==> src/rtl/xm_pkg.sv <==
package xm_pkg;
  // Where the current memory cycle is steered
  typedef enum logic [1:0] {
    TGT_NONE = 2'd0,
    TGT_RAM  = 2'd1,
    TGT_ROM  = 2'd2,
    TGT_EXT  = 2'd3
  } xm_tgt_e;
endpackage

==> src/rtl/xm_pagereg.sv <==
module xm_pagereg #(
  parameter int IO_W    = 8,
  parameter int PAGE_W  = 9,
  parameter logic [IO_W-1:0] LO_PORT = 8'h78,
  parameter logic [IO_W-1:0] HI_PORT = 8'h79
) (
  input  logic              clk,
  input  logic              rst_n,
  input  logic              io_wr,
  input  logic              io_rd,
  input  logic [IO_W-1:0]   io_port,
  input  logic [IO_W-1:0]   io_wdata,
  output logic [PAGE_W-1:0] page_num,
  output logic              rom_bit,
  output logic [IO_W-1:0]   io_rdata
);
  localparam int HI_W = PAGE_W - IO_W;

  logic [IO_W-1:0] hi_word;

  always_ff @(posedge clk) begin
    if (!rst_n) begin
      page_num <= '0;
      rom_bit  <= 1'b1;
    end else if (io_wr) begin
      if (io_port == LO_PORT) begin
        page_num[IO_W-1:0] <= io_wdata;
      end else if (io_port == HI_PORT) begin
        page_num[PAGE_W-1:IO_W] <= io_wdata[HI_W-1:0];
        rom_bit                 <= io_wdata[IO_W-1];
      end
    end
  end

  always_comb begin
    hi_word             = '0;
    hi_word[HI_W-1:0]   = page_num[PAGE_W-1:IO_W];
    hi_word[IO_W-1]     = rom_bit;
    io_rdata            = '0;
    if (io_rd) begin
      if (io_port == LO_PORT)      io_rdata = page_num[IO_W-1:0];
      else if (io_port == HI_PORT) io_rdata = hi_word;
    end
  end
endmodule

==> src/rtl/xm_windec.sv <==
module xm_windec
  import xm_pkg::*;
#(
  parameter int LA_W        = 16,
  parameter int PA_W        = 24,
  parameter int LOCAL_PAGES = 32,
  parameter int RAM_PAGES   = 16
) (
  input  logic                   mreq,
  input  logic [LA_W-1:0]        la,
  input  logic [PA_W-LA_W:0]     page_num,
  input  logic                   rom_bit,
  output logic [PA_W-1:0]        phys,
  output xm_tgt_e                tgt
);
  localparam int OFF_W  = LA_W - 1;
  localparam int PAGE_W = PA_W - OFF_W;
  localparam logic [PAGE_W-1:0] LOC_LIM  = PAGE_W'(LOCAL_PAGES);
  localparam logic [PAGE_W-1:0] RAM_TOP  = PAGE_W'(RAM_PAGES - 1);

  logic upper;
  logic local_pg;

  assign upper    = la[LA_W-1];
  assign local_pg = (page_num < LOC_LIM);

  always_comb begin
    if (upper) phys = {RAM_TOP,  la[OFF_W-1:0]};
    else       phys = {page_num, la[OFF_W-1:0]};

    tgt = TGT_NONE;
    if (mreq) begin
      if (upper)         tgt = TGT_RAM;
      else if (!local_pg) tgt = TGT_EXT;
      else if (rom_bit)  tgt = TGT_ROM;
      else               tgt = TGT_RAM;
    end
  end
endmodule

==> src/rtl/xm_top.sv <==
module xm_top
  import xm_pkg::*;
#(
  parameter int LA_W        = 16,
  parameter int PA_W        = 24,
  parameter int IO_W        = 8,
  parameter int LOCAL_PAGES = 32,
  parameter int RAM_PAGES   = 16,
  parameter logic [7:0] LO_PORT = 8'h78,
  parameter logic [7:0] HI_PORT = 8'h79
) (
  input  logic            clk,
  input  logic            rst_n,
  input  logic [15:0]     cpu_addr,
  input  logic            mreq,
  input  logic            rd_n,
  input  logic            io_wr,
  input  logic            io_rd,
  input  logic [7:0]      io_port,
  input  logic [7:0]      io_wdata,
  output logic [7:0]      io_rdata,
  output logic [23:0]     phys_addr,
  output logic            ram_sel,
  output logic            rom_sel,
  output logic            xmem,
  output logic            xmem_n,
  output logic            xbus_inbound
);
  localparam int PAGE_W = PA_W - (LA_W - 1);

  logic [PAGE_W-1:0] page_num;
  logic              rom_bit;
  xm_tgt_e           tgt;

  xm_pagereg #(
    .IO_W(IO_W), .PAGE_W(PAGE_W), .LO_PORT(LO_PORT), .HI_PORT(HI_PORT)
  ) u_preg (
    .clk(clk), .rst_n(rst_n), .io_wr(io_wr), .io_rd(io_rd),
    .io_port(io_port), .io_wdata(io_wdata),
    .page_num(page_num), .rom_bit(rom_bit), .io_rdata(io_rdata)
  );

  xm_windec #(
    .LA_W(LA_W), .PA_W(PA_W), .LOCAL_PAGES(LOCAL_PAGES), .RAM_PAGES(RAM_PAGES)
  ) u_dec (
    .mreq(mreq), .la(cpu_addr), .page_num(page_num), .rom_bit(rom_bit),
    .phys(phys_addr), .tgt(tgt)
  );

  assign ram_sel      = (tgt == TGT_RAM);
  assign rom_sel      = (tgt == TGT_ROM);
  assign xmem         = (tgt == TGT_EXT);
  assign xmem_n       = ~xmem;
  assign xbus_inbound = xmem & ~rd_n;
endmodule

==> config.mk <==
export PLATFORM = sky130hd
export DESIGN_NAME = xm_top
export DESIGN_NICKNAME = d
export VERILOG_FILES = /design/src/rtl/xm_pkg.sv /design/src/rtl/xm_pagereg.sv /design/src/rtl/xm_windec.sv /design/src/rtl/xm_top.sv
export SDC_FILE = /design/constraint.sdc
export NUM_CORES = 1
export LEC_CHECK = 0
export CORE_MARGIN = 5
export CORE_UTILIZATION = 31
export CTS_CLUSTER_DIAMETER = 150
export DETAILED_ROUTE_END_ITERATION = 16
export PLACE_DENSITY = 0.84
export RECOVER_POWER = 100
export SYNTH_ARGS = -nofsm -noshare
export SYNTH_HDL_FRONTEND = slang
export SYNTH_SLANG_ARGS = --single-unit
==> constraint.sdc <==
create_clock -name clk -period 3.2 [get_ports clk]
set_input_delay 0.64 -clock clk [delete_from_list [all_inputs] [get_ports clk]]
set_output_delay 0.64 -clock clk [all_outputs]
set_load 0.02 [all_outputs]
==> results.tsv, run 1 <==
stage	metric	value	unit
setup_path	r2r_end	u_preg.page_num[7]	
timing	clock_skew	0	ns
yosys	synth_area_leader_cell	dfxtp_1	
setup_path	end_kind	primary output	
clocking	cts_root_buf	clkbuf_4	
power	p_sw_share	23.85	%
yosys	synth-simple-area-share	38.58	%
floorplan	die_h	59.38	um
yosys	yosysSeqAreaShare	26.49	%
hold_path	min_to	u_preg.page_num[1]	
clocking	clkTransAtPathRegs	0.06	ns
routing	drt_first_pass_iters	4	
setup_path	worstPathRequired	2.56	ns
routing	routed_wirelength	2036	um
hold_path	hold_path_depth	2	
timing	max_freq	321.8	MHz
grt	grt_pass1_vias	655	
routing	route.detailed.drc	0	
routing	drt_first_iter_violations	12	
setup_path	r2r_cells	2	
yosys	ys_seq_elements	10	
yosys	synth_mux_area_share	15.89	%
final_layout	fin_util	49.15	%
clocking	clockBufferDepth	2	
floorplan	start_util	33.21	%
setup_path	crit_fanout	6	
routing	routed_via_density	4.667	
setup_path	path_cells	clkdlybuf4s50_1, nand4b_4, nor4_2, clkbuf_2, and2_1, clkdlybuf4s50_1	
yosys	ys_types	18	
timing	setup_tns	0	ns
setup_path	slowest_stage	clkdlybuf4s50_1	
final_layout	drive_gt1_share	9.600	%
power	p_comb_share	22.1	%
floorplan	core	2276	um^2
timing	finalSetupViolations	0	
yosys	synth_fa_ha_area_share	0	%
setup_path	startpoint_type	input port	
setup_path	crit_type	input port to primary output	
floorplan	die_x	59.38	um
yosys	synthXorXnorAreaFrac	0	%
timing	rsz0062_at_grt	no	
routing	route.vias.total	714	
clocking	cts_hold_buf	0	
yosys	synthTopCellsByArea	dfxtp_1 (26%), mux2i_1 (16%), buf_4 (15%), nand2_1 (10%), nor2b_1 (6.6%)	
setup_path	timing.reg2reg.setup_slack	2.53	ns
floorplan	pin_count	75	
power	vdd.ir_drop.worst	0.0001857	V
clocking	worstSkewPairLatency	0.26	ns
place	dpl.hpwl	1728	um
power	internal-power	0.2039	mW
power	switching_power	0.06386	mW
timing	fin_crit	3.108	ns
place	gp_congestion	0.7958	
timing	max_slew_margin	23.96	%
yosys	syn_area	755.7	um^2
power	p_leak	0.4657	nW
routing	ant_nets	0	
yosys	netlist.area_leader.share	26.49	%
yosys	synth_top_family_by_area	simple AND/OR/NAND/NOR gates	
final_layout	final_area	1119	um^2
floorplan	placementRows	17	
timing	hold_viol	0	
yosys	synth_compound_gate_area_share	0.9934	%
clocking	clock-sinks	10	
floorplan	die_area	3525	um^2
grt	grt_max_degree	20	
place	postPlaceCellArea	1117	um^2
clocking	htreeDepth	1	
power	powerDensity	239.4	nW/um^2
setup_path	r2r-start	u_preg.page_num[7]	
grt	antenna_found_initial	0	
run	cap_violations	0	
final_layout	diodes	0	
grt	grt_pass1_wl	2994	um
final_layout	fillers	217	
setup_path	worst-path-buf-inv	3	
clocking	cts_tree	built	
status	status	completed	
clocking	postCtsSetupRepairBufs	0	
clocking	cts_resized	0	
setup_path	arrival	2.47	ns
hold_path	hold_path.class	register to register	
yosys	avgSynthCellArea	7.955	um^2
yosys	synth_nets	133	
final_layout	area_delta_synth_final	48.01	%
yosys	yosysWarnings	0	
hold_path	hp-start	u_preg.page_num[1]	
routing	wl_per_cell	13.31	um
setup_path	crit_path_frequent_cell	clkdlybuf4s50_1	
setup_path	slowest_delay	0.60	ns
power	p_clk_share	31.3	%
power	pwr-share-seq	46.6	%
clocking	numCtsBuffers	3	
yosys	syn_inst	95	
place	portBuffers	44	
timing	fin_crit_sh	97.12	%
grt	grt_usage	11.63	%
final_layout	fin_nets	165	
timing	worst_slew_pin_slew	1.131	ns
timing	slew_violations	0	
grt	overflow	0	
setup_path	critPathTopFamily	buffers and inverters	
layout by cell type (no fill, tap or decap):
| cell | n |
|---|---|
| mux2i_1 | 12 |
| nand4b_4 | 1 |
| or4_1 | 2 |
| or2_2 | 4 |
| dfxtp_1 | 10 |
| clkbuf_1 | 3 |
| inv_1 | 2 |
| or3_1 | 1 |
| nor2b_1 | 8 |
| dlygate4sd3_1 | 15 |
| clkdlybuf4s50_1 | 27 |
| o21a_1 | 1 |
| nor4_2 | 2 |
| and2_1 | 6 |
| clkbuf_2 | 1 |
| nand2_1 | 21 |
| clkbuf_4 | 3 |
| nor2_1 | 5 |
| or2_4 | 1 |
per-stage QoR:
step	power, mW	instances	hold WS (ns)	setup WS [ns]
floorplan	0.1788	95	0.4385	0.9928
global placement	0.1889	150	0.4562	0.06132
detailed placement	0.1900	150	0.4685	0.02613
CTS	0.2743	153	0.4811	0.02582
global route	0.2818	153	0.4979	0.02058
finish	0.2678	153	0.4798	0.09202
cell usage after synthesis:
cell type	instances
or2_2	4
clkbuf_1	3
and2_1	6
nor4_4	1
nor2_1	5
o21a_1	1
or4_1	2
inv_1	2
buf_2	1
nand4b_4	1
buf_4	15
dfxtp_1	10
nand2_1	21
nor2b_1	8
nor4_1	1
mux2i_1	12
or3_1	1
or2_4	1
how the worst max path moves through the flow:
stage / startpoint / endpoint / slack (ns) / depth (start not counted)
CTS: io_port[5] / io_rdata[2] / 0.03 / 6
detailed placement: io_port[5] / io_rdata[2] / 0.03 / 6
finish: io_port[5] / io_rdata[4] / 0.09 / 6
global placement: io_port[5] / io_rdata[5] / 0.06 / 6
global route: io_port[6] / io_rdata[6] / 0.02 / 6
floorplan: io_port[7] / io_rdata[1] / 0.99 / 3
metal layers:
metal  share of wire (%)  vias to the layer above  track usage, %
met5                   0                        -               0
met1                  34                      321           10.62
met3                 9.8                       12           4.357
li1                    -                      351               -
met4                 3.4                        0           9.061
met2                  52                       30           20.44
power by group through the flow:
stage                     Combinational (mW)  Sequential (mW)  Clock (mW)
after floorplan                       0.0514            0.127           0
after global placement                0.0613            0.128           0
after detailed placement              0.0625            0.128           0
after CTS                             0.0627            0.125      0.0869
after global routing                  0.0636            0.125      0.0935
final                                 0.0592            0.125      0.0838
kinds of logic (layout without fill, tap and decap cells):
| kind of cell | Yosys count | after routing |
|---|---|---|
| AND/OR/NAND/NOR | 51 | 51 |
| flip-flops | 10 | 10 |
| buffers and inverters | 21 | 51 |
| multiplexers | 12 | 12 |
| AO/OA/AOI/OAI | 1 | 1 |
tightest hold or removal path, delay by kind of cell, from the launching register on:
kind,cells,cell delay (ns)
DFF,1,0.32
and+or+nand+nor,1,0.06
muxes,1,0.05
cell type report:
type	instances	area, um^2	area share [%]
Sequential cell	10	200.2	17.90
Multi-Input combinational cell	64	416.7	37.25
Tap cell	28	35.03	3.132
Timing Repair Buffer	46	436.7	39.04
Clock buffer	3	22.52	2.013
Inverter	2	7.507	0.6711
flip-flops by register name, summed over array words and instances (netlist names):
| register | flops |
|---|---|
| u_preg.page_num | 9 |
| u_preg.rom_bit | 1 |
Power figures use the tool's default switching activity.
==> inputs of run 2 (changes only) <==
- CORE_ASPECT_RATIO: not set -> 1.25
- PLACE_DENSITY: 0.84 -> 0.93
- REMOVE_ABC_BUFFERS: not set -> 1
==> results.tsv, run 2 (synthesis gave the netlist of run 1 again) <==
stage	metric	value	unit
grt	grt_pass1_wl	3512	um
final_layout	fin_nets	165	
place	gp_congestion	0.7366	
setup_path	r2r-start	u_preg.page_num[8]	
final_layout	seq_area	200.2	um^2
routing	drt_first_pass_iters	4	
timing	setup_tns	0	ns
clocking	cts_root_buf	clkbuf_4	
timing	hold_viol	0	
setup_path	startpoint_type	input port	
final_layout	multiInputGateArea	410.4	um^2
final_layout	mostFrequentLayoutCells	clkdlybuf4s50_1 (26), nand2_1 (21), dlygate4sd3_1 (15)	
hold_path	hold_path.class	register to register	
routing	wl_per_cell	14.83	um
routing	routed_wirelength	2343	um
place	dp_slack	0.05801	ns
power	powerDensity	238.1	nW/um^2
grt	grt_pass1_vias	752	
routing	met2_length	1161	um
setup_path	r2r_cells	2	
routing	route.detailed.drc	0	
hold_path	min_to	u_preg.page_num[1]	
setup_path	r2r_end	u_preg.page_num[8]	
timing	max_slew_margin	20.19	%
final_layout	diodes	0	
clocking	numCtsBuffers	3	
grt	grt_max_degree	20	
setup_path	crit_fanout	6	
clocking	worstSkewPairLatency	0.26	ns
floorplan	die_x	54.16	um
clocking	clkTransAtPathRegs	0.06	ns
final_layout	drive_gt1_share	8.800	%
power	p_leak	0.4641	nW
grt	antenna_found_initial	0	
final_layout	top_register	u_preg.page_num	
grt	overflow	0	
final_layout	stdcell_count	158	
timing	fin_crit_sh	97.07	%
routing	wl_met1	786	um
routing	drt_first_iter_violations	1	
final_layout	fillers	240	
final_layout	area_delta_synth_final	47.52	%
timing	clock_skew	0	ns
setup_path	worstPathRequired	2.56	ns
run	cap_violations	0	
floorplan	die_h	65.20	um
final_layout	final_common_cell	clkdlybuf4s50_1	
power	vdd.ir_drop.worst	0.0001558	V
timing	max_freq	321.9	MHz
hold_path	hp-start	u_preg.page_num[1]	
clocking	clockBufferDepth	2	
routing	highest_layer	met4	
status	status	completed	
clocking	postCtsSetupRepairBufs	0	
timing	worst_slew_pin_slew	1.187	ns
setup_path	arrival	2.47	ns
floorplan	die_area	3531	um^2
floorplan	start_util	31.79	%
place	placed_cells	155	
final_layout	largestRegisters	u_preg.page_num (9), u_preg.rom_bit (1)	
routing	ant_nets	0	
routing	wl_met3	369	um
clocking	cts_tree	built	
timing	fin_crit	3.106	ns
clocking	clock-sinks	10	
floorplan	core	2377	um^2
routing	route.vias.total	731	
setup_path	end_kind	primary output	
setup_path	crit_type	input port to primary output	
timing	setup_ws	0.09360	ns
floorplan	pin_count	75	
floorplan	placementRows	20	
final_layout	largest_register_ffs	9	
place	portBuffers	44	
timing	slew_violations	0	
setup_path	timing.reg2reg.setup_slack	2.53	ns
hold_path	hold_path_depth	2	
routing	routed_via_density	4.627	
timing	rsz0062_at_grt	no	
grt	grt_usage	13.74	%
place	dpl.hpwl	1946	um
timing	holdWs	0.4689	ns
timing	finalSetupViolations	0	
clocking	htreeDepth	1	
## run 2: cell types whose count changed in the layout (fill, tap and decap cells not counted), sizes merged
| cell | previous run | this run |
|---|---|---|
| buf | 0 | 1 |
| clkdlybuf4s50 | 27 | 26 |
## run 2: how the worst max path moves through the flow
stage	slack [ns]	from	to
5_1_grt	0.02	io_port[6]	io_rdata[6]
3_5_place_dp	0.06	io_port[6]	io_rdata[5]
3_3_place_gp	0.09	io_port[4]	io_rdata[4]
2_1_floorplan	0.99	io_port[7]	io_rdata[1]
6_report	0.09	io_port[5]	io_rdata[3]
4_1_cts	0.04	io_port[6]	io_rdata[5]
## run 2: layer usage
metal	vias to the layer above	GRT usage (%)
li1	352	-
met1	320	12.33
met2	55	23.50
met3	4	9.297
met4	0	4.984
met5	-	0
## run 2: layout make-up
| cell class | count | share of cell area [%] |
|---|---|---|
| tap | 33 | 3.704 |
| sequential | 10 | 17.96 |
| multi-input combinational | 64 | 36.81 |
| timing repair buffer | 46 | 38.83 |
| inverter | 2 | 0.6734 |
| clock buffer | 3 | 2.020 |
## run 2: stage by stage
step                instance area [um^2]  total power [mW]  util (%)
floorplan                          626.9            0.1460         -
global placement                    1124            0.1890     47.26
detailed placement                  1124            0.1907     47.26
CTS                                 1146            0.2753     48.21
global route                        1115            0.2808     46.89
finish                              1115            0.2654     46.89
## run 2: repair_timing
action	CTS	global route
hold buffers	0	0
endpoints found under the setup margin	0	3
resized for setup	0	3
hold endpoints to repair	0	0
## run 2: where the power goes
part | internal, mW | switching, mW
registers | 0.125 | 0.000127
clock network | 0.0432 | 0.0383
logic | 0.0359 | 0.0233
total | 0.204 | 0.0617
## run 2: worst max-delay path, stage by stage
cell and delay, ns:
clkdlybuf4s50_1 0.51, nand4b_4 0.14, nor4_1 0.28, buf_4 0.19, and2_1 0.12, clkdlybuf4s50_1 0.59
